`config.mk`:
```
export PLATFORM = sky130hd
export DESIGN_NAME = xdma_regfile
export DESIGN_NICKNAME = d
export VERILOG_FILES = /design/src/rtl/xdma_rf_pkg.sv /design/src/rtl/xdma_shadow_pair.sv /design/src/rtl/xdma_irq_ctrl.sv /design/src/rtl/xdma_regfile.sv
export SDC_FILE = /design/constraint.sdc
export NUM_CORES = 1
export LEC_CHECK = 0
export ABC_AREA = 1
export BUFFER_PORTS_ARGS = -buffer_cell sky130_fd_sc_hd__buf_2
export CORE_MARGIN = 10
export CORE_UTILIZATION = 40
export CTS_CLUSTER_SIZE = 8
export DETAILED_ROUTE_END_ITERATION = 6
export GPL_TIMING_DRIVEN = 0
export MAX_ROUTING_LAYER = met4
export PLACE_DENSITY_LB_ADDON = 0.05
export SLEW_MARGIN = 20
export SYNTH_ARGS = -nofsm -noshare
export SYNTH_HDL_FRONTEND = slang
export SYNTH_SLANG_ARGS = --single-unit
```
`constraint.sdc`:
```
create_clock -name clk_i -period 4.06 [get_ports clk_i]
set_clock_uncertainty 0.15 [all_clocks]
set_input_delay 0.812 -clock clk_i [delete_from_list [all_inputs] [get_ports clk_i]]
set_output_delay 0.812 -clock clk_i [all_outputs]
set_load 0.05 [all_outputs]
```
`src/rtl/xdma_rf_pkg.sv`:
```
package xdma_rf_pkg;
  localparam int OFS_STATUS = 'h00;
  localparam int OFS_CMD    = 'h01;
  localparam int OFS_HOST_L = 'h02;
  localparam int OFS_HOST_H = 'h03;
  localparam int OFS_EXP_L  = 'h04;
  localparam int OFS_EXP_H  = 'h05;
  localparam int OFS_BANK   = 'h06;
  localparam int OFS_LEN_L  = 'h07;
  localparam int OFS_LEN_H  = 'h08;
  localparam int OFS_MASK   = 'h09;
  localparam int OFS_ACTL   = 'h0A;

  localparam int WORD_W = 16;

  // command bit positions
  localparam int CMD_NOW  = 4;
  localparam int CMD_AUTO = 5;
  localparam int CMD_EXEC = 7;

  // stored mask bits (register bits 7:5)
  localparam int MSK_ALL  = 2;
  localparam int MSK_EOB  = 1;
  localparam int MSK_VERR = 0;

  // stored address-control bits (register bits 7:6)
  localparam int ACTL_HOST = 1;
  localparam int ACTL_EXP  = 0;

  typedef enum logic [1:0] {
    XFER_TO_EXP   = 2'd0,
    XFER_FROM_EXP = 2'd1,
    XFER_SWAP     = 2'd2,
    XFER_VERIFY   = 2'd3
  } xfer_mode_e;
endpackage

```
`src/rtl/xdma_shadow_pair.sv`:
```
module xdma_shadow_pair #(
  parameter int WIDTH = 16,
  localparam int NB = (WIDTH + 7) / 8
) (
  input  logic             clk_i,
  input  logic             rst_ni,
  input  logic [NB-1:0]    byte_we_i,
  input  logic [WIDTH-1:0] wr_data_i,
  input  logic             reload_i,
  input  logic             wb_i,
  input  logic [WIDTH-1:0] wb_val_i,
  output logic [WIDTH-1:0] live_o,
  output logic [WIDTH-1:0] shadow_o
);
  logic [WIDTH-1:0] live_q, shadow_q, shadow_n;

  always_comb begin
    for (int i = 0; i < WIDTH; i++)
      shadow_n[i] = byte_we_i[i/8] ? wr_data_i[i] : shadow_q[i];
  end

  always_ff @(posedge clk_i or negedge rst_ni) begin
    if (!rst_ni) begin
      live_q   <= '0;
      shadow_q <= '0;
    end else if (|byte_we_i) begin
      // live copy follows the complete shadow, not just the written byte
      shadow_q <= shadow_n;
      live_q   <= shadow_n;
    end else if (reload_i) begin
      live_q <= shadow_q;
    end else if (wb_i) begin
      live_q <= wb_val_i;
    end
  end

  assign live_o   = live_q;
  assign shadow_o = shadow_q;

  AST_RELOAD_FROM_SHADOW: assert property (@(posedge clk_i) disable iff (!rst_ni)
    (reload_i && !(|byte_we_i)) |=> (live_o == $past(shadow_o)));
  AST_SHADOW_HOLDS: assert property (@(posedge clk_i) disable iff (!rst_ni)
    !(|byte_we_i) |=> $stable(shadow_o));
endmodule

```
`src/rtl/xdma_irq_ctrl.sv`:
```
module xdma_irq_ctrl (
  input  logic       clk_i,
  input  logic       rst_ni,
  input  logic       clr_i,
  input  logic       done_i,
  input  logic       set_eob_i,
  input  logic       set_verr_i,
  input  logic [2:0] mask_cur_i,
  input  logic       mask_wr_i,
  input  logic [2:0] mask_new_i,
  output logic       eob_o,
  output logic       verr_o,
  output logic       irq_o
);
  import xdma_rf_pkg::*;

  logic eob_q, verr_q, pend_q;
  logic hit_done, hit_mask;

  assign hit_done = done_i &&
    ((set_eob_i  && mask_cur_i[MSK_ALL] && mask_cur_i[MSK_EOB]) ||
     (set_verr_i && mask_cur_i[MSK_ALL] && mask_cur_i[MSK_VERR]));
  assign hit_mask = mask_wr_i &&
    ((eob_q  && mask_new_i[MSK_ALL] && mask_new_i[MSK_EOB]) ||
     (verr_q && mask_new_i[MSK_ALL] && mask_new_i[MSK_VERR]));

  always_ff @(posedge clk_i or negedge rst_ni) begin
    if (!rst_ni) begin
      eob_q  <= 1'b0;
      verr_q <= 1'b0;
      pend_q <= 1'b0;
    end else begin
      eob_q  <= (eob_q  & ~clr_i) | (done_i & set_eob_i);
      verr_q <= (verr_q & ~clr_i) | (done_i & set_verr_i);
      pend_q <= (pend_q & ~clr_i) | hit_done | hit_mask;
    end
  end

  assign eob_o  = eob_q;
  assign verr_o = verr_q;
  assign irq_o  = pend_q;

  AST_READ_CLEARS: assert property (@(posedge clk_i) disable iff (!rst_ni)
    (clr_i && !done_i && !mask_wr_i) |=> (!irq_o && !eob_o && !verr_o));
  AST_IRQ_CAUSE: assert property (@(posedge clk_i) disable iff (!rst_ni)
    $rose(irq_o) |-> $past(done_i || mask_wr_i));
  AST_EOB_SET: assert property (@(posedge clk_i) disable iff (!rst_ni)
    (done_i && set_eob_i) |=> eob_o);
  AST_IRQ_STICKY: assert property (@(posedge clk_i) disable iff (!rst_ni)
    (irq_o && !clr_i) |=> irq_o);
endmodule

```
`src/rtl/xdma_regfile.sv`:
```
module xdma_regfile
  import xdma_rf_pkg::*;
#(
  parameter int         ADDR_W   = 5,
  parameter int         BANK_W   = 3,
  parameter logic [3:0] CHIP_VER = 4'h0,
  parameter logic       BIG_DRAM = 1'b1
) (
  input  logic              clk_i,
  input  logic              rst_ni,
  input  logic              reg_cs_i,
  input  logic              reg_we_i,
  input  logic [ADDR_W-1:0] reg_addr_i,
  input  logic [7:0]        reg_wdata_i,
  output logic [7:0]        reg_rdata_o,
  output logic              irq_o,
  output logic              go_o,
  output logic              go_now_o,
  output logic [1:0]        mode_o,
  output logic [15:0]       host_addr_o,
  output logic [15:0]       exp_addr_o,
  output logic [BANK_W-1:0] bank_o,
  output logic [15:0]       len_o,
  output logic              host_fix_o,
  output logic              exp_fix_o,
  input  logic              done_i,
  input  logic [15:0]       done_host_addr_i,
  input  logic [15:0]       done_exp_addr_i,
  input  logic [BANK_W-1:0] done_bank_i,
  input  logic [15:0]       done_len_i,
  input  logic              done_eob_i,
  input  logic              done_verr_i
);
  localparam int BANK_PAD = 8 - BANK_W;

  logic bus_wr, bus_rd;
  logic [7:0] cmd_q;
  logic [2:0] msk_q;
  logic [1:0] actl_q;
  logic go_q;
  logic autold, wb_host, wb_exp, wb_len, reload;
  logic [WORD_W-1:0] host_sh, exp_sh, len_sh;
  logic [BANK_W-1:0] bank_sh;
  logic st_eob, st_verr;

  assign bus_wr = reg_cs_i & reg_we_i;
  assign bus_rd = reg_cs_i & ~reg_we_i;

  function automatic logic at(input logic [ADDR_W-1:0] a, input int ofs);
    return a == ADDR_W'(ofs);
  endfunction

  always_ff @(posedge clk_i or negedge rst_ni) begin
    if (!rst_ni) begin
      cmd_q  <= '0;
      msk_q  <= '0;
      actl_q <= '0;
      go_q   <= 1'b0;
    end else begin
      go_q <= bus_wr && at(reg_addr_i, OFS_CMD) && reg_wdata_i[CMD_EXEC];
      if (bus_wr && at(reg_addr_i, OFS_CMD)) cmd_q <= reg_wdata_i;
      else if (done_i) begin
        cmd_q[CMD_EXEC] <= 1'b0;
        cmd_q[CMD_NOW]  <= 1'b1;
      end
      if (bus_wr && at(reg_addr_i, OFS_MASK)) msk_q  <= reg_wdata_i[7:5];
      if (bus_wr && at(reg_addr_i, OFS_ACTL)) actl_q <= reg_wdata_i[7:6];
    end
  end

  assign autold  = cmd_q[CMD_AUTO];
  assign reload  = done_i & autold;
  assign wb_len  = done_i & ~autold;
  assign wb_host = wb_len & ~actl_q[ACTL_HOST];
  assign wb_exp  = wb_len & ~actl_q[ACTL_EXP];

  xdma_shadow_pair #(.WIDTH(WORD_W)) u_host (
    .clk_i, .rst_ni,
    .byte_we_i ({bus_wr & at(reg_addr_i, OFS_HOST_H), bus_wr & at(reg_addr_i, OFS_HOST_L)}),
    .wr_data_i ({2{reg_wdata_i}}),
    .reload_i  (reload),
    .wb_i      (wb_host),
    .wb_val_i  (done_host_addr_i),
    .live_o    (host_addr_o),
    .shadow_o  (host_sh)
  );

  xdma_shadow_pair #(.WIDTH(WORD_W)) u_exp (
    .clk_i, .rst_ni,
    .byte_we_i ({bus_wr & at(reg_addr_i, OFS_EXP_H), bus_wr & at(reg_addr_i, OFS_EXP_L)}),
    .wr_data_i ({2{reg_wdata_i}}),
    .reload_i  (reload),
    .wb_i      (wb_exp),
    .wb_val_i  (done_exp_addr_i),
    .live_o    (exp_addr_o),
    .shadow_o  (exp_sh)
  );

  xdma_shadow_pair #(.WIDTH(BANK_W)) u_bank (
    .clk_i, .rst_ni,
    .byte_we_i (bus_wr & at(reg_addr_i, OFS_BANK)),
    .wr_data_i (reg_wdata_i[BANK_W-1:0]),
    .reload_i  (reload),
    .wb_i      (wb_exp),
    .wb_val_i  (done_bank_i),
    .live_o    (bank_o),
    .shadow_o  (bank_sh)
  );

  xdma_shadow_pair #(.WIDTH(WORD_W)) u_len (
    .clk_i, .rst_ni,
    .byte_we_i ({bus_wr & at(reg_addr_i, OFS_LEN_H), bus_wr & at(reg_addr_i, OFS_LEN_L)}),
    .wr_data_i ({2{reg_wdata_i}}),
    .reload_i  (reload),
    .wb_i      (wb_len),
    .wb_val_i  (done_len_i),
    .live_o    (len_o),
    .shadow_o  (len_sh)
  );

  xdma_irq_ctrl u_irq (
    .clk_i, .rst_ni,
    .clr_i      (bus_rd & at(reg_addr_i, OFS_STATUS)),
    .done_i,
    .set_eob_i  (done_eob_i),
    .set_verr_i (done_verr_i),
    .mask_cur_i (msk_q),
    .mask_wr_i  (bus_wr & at(reg_addr_i, OFS_MASK)),
    .mask_new_i (reg_wdata_i[7:5]),
    .eob_o      (st_eob),
    .verr_o     (st_verr),
    .irq_o
  );

  always_comb begin
    case (reg_addr_i)
      ADDR_W'(OFS_STATUS): reg_rdata_o = {irq_o, st_eob, st_verr, BIG_DRAM, CHIP_VER};
      ADDR_W'(OFS_CMD):    reg_rdata_o = cmd_q;
      ADDR_W'(OFS_HOST_L): reg_rdata_o = host_addr_o[7:0];
      ADDR_W'(OFS_HOST_H): reg_rdata_o = host_addr_o[15:8];
      ADDR_W'(OFS_EXP_L):  reg_rdata_o = exp_addr_o[7:0];
      ADDR_W'(OFS_EXP_H):  reg_rdata_o = exp_addr_o[15:8];
      ADDR_W'(OFS_BANK):   reg_rdata_o = {{BANK_PAD{1'b1}}, bank_o};
      ADDR_W'(OFS_LEN_L):  reg_rdata_o = len_o[7:0];
      ADDR_W'(OFS_LEN_H):  reg_rdata_o = len_o[15:8];
      ADDR_W'(OFS_MASK):   reg_rdata_o = {msk_q, 5'h1F};
      ADDR_W'(OFS_ACTL):   reg_rdata_o = {actl_q, 6'h3F};
      default:             reg_rdata_o = 8'hFF;
    endcase
  end

  assign go_o       = go_q;
  assign go_now_o   = cmd_q[CMD_NOW];
  assign mode_o     = cmd_q[1:0];
  assign host_fix_o = actl_q[ACTL_HOST];
  assign exp_fix_o  = actl_q[ACTL_EXP];

  AST_CMD_AFTER_DONE: assert property (@(posedge clk_i) disable iff (!rst_ni)
    (done_i && !reg_cs_i) |=> (!cmd_q[CMD_EXEC] && cmd_q[CMD_NOW]));
  AST_AUTOLOAD_LEN: assert property (@(posedge clk_i) disable iff (!rst_ni)
    (done_i && autold && !reg_cs_i) |=> (len_o == $past(len_sh) && host_addr_o == $past(host_sh)
                                         && exp_addr_o == $past(exp_sh) && bank_o == $past(bank_sh)));
  AST_HOST_FIXED: assert property (@(posedge clk_i) disable iff (!rst_ni)
    (done_i && !autold && actl_q[ACTL_HOST] && !reg_cs_i) |=> $stable(host_addr_o));
  AST_LEN_WRITEBACK: assert property (@(posedge clk_i) disable iff (!rst_ni)
    (done_i && !autold && !reg_cs_i) |=> (len_o == $past(done_len_i)));
  AST_GO_FROM_CMD: assert property (@(posedge clk_i) disable iff (!rst_ni)
    go_o |-> $past(bus_wr && at(reg_addr_i, OFS_CMD)));
  AST_UNUSED_IGNORED: assert property (@(posedge clk_i) disable iff (!rst_ni)
    (bus_wr && !done_i && (reg_addr_i > ADDR_W'(OFS_ACTL) || at(reg_addr_i, OFS_STATUS)))
      |=> ($stable(cmd_q) && $stable(msk_q) && $stable(actl_q) && $stable(host_addr_o)
           && $stable(len_o) && $stable(irq_o)));
endmodule

```
* Word level (Yosys, flattened, before mapping)
Index checks and enable logic that the tools add are counted.
** Operators by class
- $add $sub $neg :: 0
- Multipliers :: 0
- Divide/modulo/power cells :: 0
- Order comparisons :: 0
- Equal/unequal tests :: 10
- Shift operators :: 0
- Muxes and demuxes :: 65
- Bitwise gates (word level) :: 29
- Reductions and logical operators :: 25
** Operator list (count)
- $mux 16 :: 9
- $pmux 8 s11 :: 1
- $mux 1 :: 52
- $and 1x1->1 :: 20
- $eq 5x3->1 const B :: 4
- $eq 5x4->1 const B :: 3
- $logic_and 1x1->1 :: 14
- $reduce_bool 3->1 :: 4
- $eq 5x2->1 const B :: 2
- $mux 3 :: 3
- $reduce_or 2->1 :: 3
- $eq 5x1->1 const B :: 1
- $logic_not 5->1 :: 1
- $not 1->1 :: 5
- $or 1x1->1 :: 4
- $logic_or 1x1->1 :: 2
- $reduce_bool 2->1 :: 1
** Word-level totals
- Register bits after elaboration :: 119
- Bits in latches :: 0
- RAM bits :: 0
- ROM bits :: 0
- Memories :: 0

* Logic depth before layout (Yosys ltp)
Gate-level depths: netlist of run 1.
- Depth after elaboration :: 7
- Depth in mapped cells :: 11
- Gate-level depth less buffers :: 9

* Modules after synthesis
From an unflattened synthesis of run 1, not the netlist that was laid out.
** Unflattened totals
- Cell total of the unflattened synthesis :: 949
- Area, all modules :: 7173.1 µm²
** By module, submodules not included
- xdma_shadow_pair at u_exp ... :: times used 3, cells an instance 210, area an instance 1740.4 µm², seq. area each 800.8 µm²
- xdma_regfile :: times used 1, cells an instance 255, area an instance 1475.2 µm², seq. area each 350.3 µm²
- xdma_shadow_pair at u_bank :: times used 1, cells an instance 44, area an instance 321.6 µm², seq. area each 150.1 µm²
- xdma_irq_ctrl :: times used 1, cells an instance 20, area an instance 155.1 µm², seq. area each 75.1 µm²

* Worst setup path before layout of run 1
OpenSTA, ideal clock, no wires.
- Path type :: input -> output
- Start point :: input reg_addr_i[4]
- End point :: output reg_rdata_o[3]
- Data arrival time :: 2.063 ns
- Data required time :: 3.098 ns
- Slack :: 1.035 ns
- Stages :: 10
- Path buffers :: 2
- Cell sequence :: buf_4 > inv_4 > nand3_4 > nor2_1 > buf_2 > nor2_1 > nand2_1 > nor2_1 > nor2_1 > nand2_1
** Between the ends
- Longest elaborated chain between the ends :: 2
- Elaborated cells on any way between the ends :: 12
** RTL lines
- from (decl) :: line xdma_regfile.sv:13 : input logic [ADDR_W-1:0] reg_addr_i,
- $eq 5x4->1 (tied with other cells) :: line xdma_regfile.sv:136 : case (reg_addr_i)
- $pmux 8 s11 (*) :: line xdma_regfile.sv:136
- to (decl) :: line xdma_regfile.sv:15 : output logic [7:0] reg_rdata_o,
Mark *: on every way between the ends. The rest lies on a longest branch, timed or not.

* Worst setup path after layout of run 1
- Start point :: input reg_addr_i[0]
- End point :: output reg_rdata_o[6]
Same word-level chain as after synthesis.

==> flow_metrics.py, run 1 <==
metrics = {
    "setup_path": {
        "r2r_setup_slack_ns": 1.79,
        "worst_setup_path_start_kind": "input port",
        "cp.arrival_ns": 2.58,
        "end_kind": "primary output",
        "required_ns": 3.10,
        "crit_top_cell": "nand2_1",
        "slowest_stage": "nor2_1",
        "path_buf_inv": 4,
        "critPathTopFamily": "simple AND/OR/NAND/NOR gates",
        "crit_chain": "buf_2 > inv_2 > nor2_1 > nand3_1 > nand2_1 > inv_1 > nand2_1 > nor2_1 > nand2_1 > buf_2",
        "cp_max_fo": 10,
        "worst_path_largest_cell_delay_ns": 0.67,
        "critPathKind": "in -> out",
    },
    "layout": {
        "seq_area_mm2": 0.00298,
        "nFillCells": 1803,
        "final_nets": 1221,
        "layout-drive-gt1-share_pct": 21.2,
        "syn_to_final_growth_pct": 22.9,
        "multiInputGateArea_mm2": 0.00337,
    },
    "sta": {
        "maxSlewViolCount": 0,
        "finalCriticalPeriod_ns": 3.54,
        "fmax_ghz": 0.282,
        "rsz0062_at_grt": "false",
        "fin_ws_ns": 0.515,
        "relSlewSlack_pct": 41.0,
        "worst_pin_slew_ns": 0.882,
        "tns_ns": 0,
        "post-route-period-util_pct": 87.3,
        "setup_viol": 0,
        "hold_viol": 0,
    },
    "synthesis": {
        "yosys.area_share.xor_xnor_pct": 0,
        "ys_seq_elements": 119,
        "ys.flop_type": "dfrtp_1",
        "synth_mux_area_share_pct": 0,
        "yosys_warnings": 0,
        "synthesis.area_mm2": 0.00700,
        "synth_most_common_cell": "nand2_1",
        "yosys.area_share.simple_pct": 38.0,
        "syn_area_per_cell_um2": 7.01,
        "synth_compound_area_share_pct": 10.2,
        "ys_types": 34,
        "synth_seq_area_share_pct": 42.5,
        "synth_cells": 998,
        "syn-num-nets": 1069,
        "yosysTopAreaCell": "dfrtp_1",
        "synthTopCellsByCount": "nand2_1 (333), dfrtp_1 (119), nand3_1 (118)",
        "async_flop_share_pct": 100,
        "ys_top_cells_by_area": "dfrtp_1 (43%), nand2_1 (18%), nand3_1 (8.4%)",
        "synth_top_family_by_area": "simple AND/OR/NAND/NOR gates",
        "synth-adder-area-share_pct": 0,
        "synth_edf_count": 0,
        "synth_top_cell_area_share_pct": 42.5,
    },
    "clock_network": {
        "clk_pin_slew_ns": 0.06,
        "cts_max_path_buffers": 2,
        "clock-sinks": 119,
        "clock_latency_ns": 0.43,
        "cts_tree": "yes",
        "post_cts_buffers": 0,
        "ctsHoldBuffers": 0,
        "numCtsBuffers": 17,
        "htreeDepth": 4,
        "cts_root_buf": "clkbuf_16",
        "cts_resized": 0,
    },
    "grt": {
        "grt_pass1_wl_mm": 42.3,
        "grt_max_degree": 87,
        "grt_pass1_vias": 7227,
        "track_usage_pct": 23.8,
        "antenna_found_initial": 2,
        "overflow": 0,
    },
    "floorplanning": {
        "die_h_um": 152,
        "fp-row-count": 48,
        "io_pins": 137,
        "core-area_mm2": 0.0172,
        "die_area_mm2": 0.0232,
        "initial_core_util_pct": 40.6,
        "die_w_um": 152,
    },
    "power": {
        "swShare_pct": 36.5,
        "combPwrFrac_pct": 25.3,
        "clkPwrFrac_pct": 38.4,
        "power_frac_seq_pct": 36.3,
        "intPower_mw": 2.64,
        "p_per_area_mw_per_mm2": 483,
        "p_sw_mw": 1.52,
        "irDropWorstVdd_mv": 0.342,
        "power_leakage_nw": 4.60,
    },
    "min_path": {
        "hold_path.class": "in -> async",
    },
    "route": {
        "drc": 0,
        "dr.pass1.iters": 5,
        "routed_via_density": 5.20,
        "wl_mm": 27.5,
        "num_vias": 7222,
        "antenna_left": 0,
        "drt_iter0_drc": 626,
        "avgRoutedWirePerCell_um": 19.8,
    },
    "run": {
        "drv_cap": 0,
    },
    "placement": {
        "hpwl_mm": 20.5,
        "place.gp.congestion": 0.939,
        "dp_slack_ns": 0.556,
        "io_buffers": 132,
    },
    "status": {
        "outcome": "completed",
    },
}
==> worst reg2reg max path, stage by stage, from the launching register on <==
cell and delay (ns):
dfrtp_1 0.31, buf_2 0.18, nand2_1 0.09, buf_2 0.24, o21ai_1 0.19, clkinv_1 0.36, nand2_2 0.34, inv_1 0.17
nand2_1 0.09, nand2_1 0.06
==> cells by family (layout without fill, tap and decap cells) <==
kind of cell | Yosys count | count (layout)
buffers and inverters | 152 | 317
and+or+nand+nor | 599 | 599
DFF | 119 | 119
other | 0 | 2
AOI/OAI and AO/OA | 128 | 128
==> path summary, 6_finish.rpt <==
check	from	depth (start not counted)	end
hold / removal	rst_ni	1	u_bank.live_o[2]
max in group asynchronous	rst_ni	2	u_host.shadow_o[12]
setup / recovery	reg_addr_i[0]	10	reg_rdata_o[6]
min in group clk_i	u_host.shadow_o[9]	2	u_host.shadow_o[9]
setup reg to reg	cmd_q[5]	9	u_host.live_o[3]
hold reg to reg	u_host.shadow_o[9]	2	u_host.shadow_o[9]
==> power by group through the flow <==
| stage | logic [mW] | registers (mW) | clock network, mW |
|---|---|---|---|
| finish | 1.05 | 1.51 | 1.60 |
| global route | 1.14 | 1.52 | 1.65 |
| CTS | 1.05 | 1.50 | 1.61 |
| detailed placement | 1.05 | 1.52 | 0 |
| global placement | 1.04 | 1.52 | 0 |
| floorplan | 0.429 | 1.77 | 0 |
==> layout by cell type, fill, tap and decap left out, drive strengths merged <==
| cell | instances |
|---|---|
| or2 | 14 |
| bufinv | 3 |
| diode | 2 |
| dfrtp | 119 |
| o211ai | 18 |
| clkbuf | 32 |
| buf | 172 |
| nand3 | 122 |
| inv | 101 |
| nor3 | 2 |
| clkinvlp | 4 |
| o21ai | 90 |
| and2 | 5 |
| nand4 | 29 |
| nor2 | 85 |
| o21a | 7 |
| o22ai | 1 |
| clkinv | 5 |
| nand2 | 342 |
| a22o | 1 |
| a21oi | 10 |
| a31oi | 1 |
==> area by class of cell <==
class / count / area share [%]
buffer: 50 / 3.05
timing repair buffer: 133 / 8.12
tap: 225 / 3.27
antenna: 2 / 0.0582
inverter: 102 / 4.48
clock inverter: 11 / 1.72
sequential: 119 / 34.6
multi-input combinational: 727 / 39.2
clock buffer: 21 / 5.47
==> state kept, by name, summed over array words and instances, names as in the netlist, 2 cells and up <==
name / count
u_len.live_o: 16
msk_q: 3
cmd_q: 8
u_len.shadow_o: 16
u_host.live_o: 16
u_exp.live_o: 16
u_bank.live_o: 3
actl_q: 2
u_exp.shadow_o: 16
u_host.shadow_o: 16
u_bank.shadow_o: 3
==> metal layers <==
layer,part of all wire (%),wire [µm],vias to the layer above,track usage [%]
met5,0,0,-,-
met4,1.5,416,0,6.46
met3,5.7,1560,28,4.63
met2,47,13000,245,37.3
met1,45,12500,3411,30.7
li1,-,-,3538,-
==> per-stage QoR <==
stage / cells / hold slack (ns) / power [mW] / area (µm²) / util, %
after floorplan: 998 / 0.299 / 2.20 / 7000 / -
after global placement: 1355 / 0.316 / 2.56 / 7940 / 46.1
after detailed placement: 1356 / 0.321 / 2.57 / 7980 / 46.3
after CTS: 1388 / 0.0951 / 4.16 / 8600 / 49.9
after global routing: 1390 / 0.107 / 4.32 / 8600 / 49.9
final: 1390 / 0.0969 / 4.15 / 8600 / 49.9
Note: power is estimated with default switching activity, not from simulation.
==> run 2, diff against run 1 <==
--- a/config.mk
+++ b/config.mk
@@ -14,6 +14,7 @@
 export GPL_TIMING_DRIVEN = 0
 export MAX_ROUTING_LAYER = met4
 export PLACE_DENSITY_LB_ADDON = 0.05
+export RECOVER_POWER = 100
 export SLEW_MARGIN = 20
 export SYNTH_ARGS = -nofsm -noshare
 export SYNTH_HDL_FRONTEND = slang
==> constraint.sdc (replaced) <==
create_clock -name clk_i -period 3.5 [get_ports clk_i]
set_clock_uncertainty 0.15 [all_clocks]
set_input_delay 0.7 -clock clk_i [delete_from_list [all_inputs] [get_ports clk_i]]
set_output_delay 0.7 -clock clk_i [all_outputs]
set_load 0.05 [all_outputs]
==> flow_metrics.py, run 2 (synthesis results as in run 1) <==
metrics = {
    "status": {
        "outcome": "complete, but fails checks",
        "violations": "max-capacitance violations, max-slew violations",
    },
    "clock_network": {
        "ctsHoldBuffers": 1,
        "cts_max_path_buffers": 2,
        "post_cts_buffers": 0,
        "clock-sinks": 119,
        "clk_pin_slew_ns": 0.06,
        "htreeDepth": 4,
        "cts_resized": 0,
        "cts_root_buf": "clkbuf_16",
        "numCtsBuffers": 17,
        "cts_tree": "yes",
        "clock_latency_ns": 0.43,
    },
    "sta": {
        "holdWs_ns": 0.333,
        "finalCriticalPeriod_ns": 3.35,
        "fmax_ghz": 0.299,
        "post-route-period-util_pct": 95.6,
        "hold_viol": 0,
        "setup_viol": 0,
        "worst_pin_slew_ns": 2.04,
        "rsz0062_at_grt": "false",
        "maxSlewViolCount": 34,
        "relSlewSlack_pct": -36.0,
    },
    "placement": {
        "place.gp.congestion": 0.939,
        "place_area_mm2": 0.00798,
        "io_buffers": 132,
        "hpwl_mm": 20.5,
    },
    "grt": {
        "met1_usage_pct": 30.7,
        "busiest_layer": "met2",
        "grt_use_met3_pct": 4.66,
        "track_usage_pct": 23.8,
        "grt_pass1_wl_mm": 42.3,
        "overflow": 0,
        "grtUsageMet2_pct": 37.3,
        "grt_max_degree": 87,
        "grt_pass1_vias": 7230,
        "antenna_found_initial": 2,
    },
    "floorplanning": {
        "core-area_mm2": 0.0172,
        "die_h_um": 152,
        "die_w_um": 152,
        "initial_core_util_pct": 40.6,
        "die_area_mm2": 0.0232,
        "io_pins": 137,
        "fp-row-count": 48,
    },
    "route": {
        "avgRoutedWirePerCell_um": 19.7,
        "dr.pass1.iters": 5,
        "wl_mm": 27.4,
        "drt_iter0_drc": 708,
        "routed_via_density": 5.17,
        "num_vias": 7196,
        "antenna_left": 0,
        "drc": 0,
    },
    "setup_path": {
        "end_kind": "primary output",
        "cp.arrival_ns": 2.50,
        "critPathKind": "in -> out",
        "worst_setup_path_start_kind": "input port",
        "cp_max_fo": 10,
        "r2r_setup_slack_ns": 1.26,
        "required_ns": 2.65,
    },
    "layout": {
        "layout-drive-gt1-share_pct": 14.2,
        "layout_common_cells": "nand2_1 (338), nand3_1 (119), dfrtp_1 (119)",
        "final_common_cell": "nand2_1",
        "final_nets": 1222,
        "fin_area_mm2": 0.00846,
        "syn_to_final_growth_pct": 20.8,
    },
    "power": {
        "combPwrFrac_pct": 24.6,
        "p_per_area_mw_per_mm2": 565,
        "power_leakage_nw": 4.36,
        "intPower_mw": 3.02,
        "irDropWorstVdd_mv": 0.386,
        "p_sw_mw": 1.76,
        "clkPwrFrac_pct": 38.7,
        "swShare_pct": 36.8,
        "power_frac_seq_pct": 36.6,
    },
    "run": {
        "drv_cap": 1,
    },
    "min_path": {
        "hold_path.class": "reg -> reg",
    },
}
run 2: metal layers:
| metal | vias up | share of wire, % |
|---|---|---|
| li1 | 3539 | - |
| met1 | 3441 | 46 |
| met2 | 191 | 48 |
| met3 | 25 | 5.2 |
| met4 | 0 | 1.5 |
| met5 | - | 0 |
run 2: power groups by stage:
stage	Clock [mW]	Combinational [mW]	Sequential, mW
2_1_floorplan	0	0.497	2.06
3_3_place_gp	0	1.21	1.77
3_5_place_dp	0	1.22	1.77
4_1_cts	1.86	1.22	1.74
5_1_grt	1.92	1.29	1.77
6_report	1.85	1.18	1.75
run 2: cell type report:
| class | count | area, µm² |
|---|---|---|
| fill | 1840 | 8780 |
| multi-input combinational | 727 | 3330 |
| sequential | 119 | 2980 |
| timing repair buffer | 134 | 622 |
| clock buffer | 21 | 470 |
| inverter | 102 | 385 |
| tap | 225 | 282 |
| buffer | 50 | 238 |
| clock inverter | 11 | 148 |
| antenna | 2 | 5.00 |
run 2: final timing paths:
check	from	endpoint	cells past startpoint
min in group asynchronous	rst_ni	u_bank.live_o[2]	2
hold / removal	cmd_q[2]	cmd_q[2]	2
max in group asynchronous	rst_ni	u_host.shadow_o[12]	3
setup reg to reg	cmd_q[5]	u_host.live_o[3]	9
hold reg to reg	cmd_q[2]	cmd_q[2]	2
setup / recovery	reg_addr_i[0]	reg_rdata_o[6]	10
run 2: critical path, stage by stage:
cell and delay (ns):
buf_2 0.16, inv_2 0.05, nor2_1 0.68, nand3_1 0.29
nand2_1 0.13, inv_1 0.04, nand2_1 0.05, nor2_1 0.04
nand2_1 0.07, clkbuf_2 0.28
run 2: stage by stage:
step | cells | worst slack [ns] | util, % | total power, mW | TNS (ns)
2_1_floorplan | 998 | 0.699 | - | 2.55 | 0
3_3_place_gp | 1355 | -0.119 | 46.1 | 2.97 | -12.41
3_5_place_dp | 1356 | 0.220 | 46.3 | 2.99 | 0
4_1_cts | 1389 | 0.222 | 49.9 | 4.83 | 0
5_1_grt | 1391 | 0.0600 | 49.1 | 4.98 | 0
6_report | 1391 | 0.155 | 49.1 | 4.78 | 0
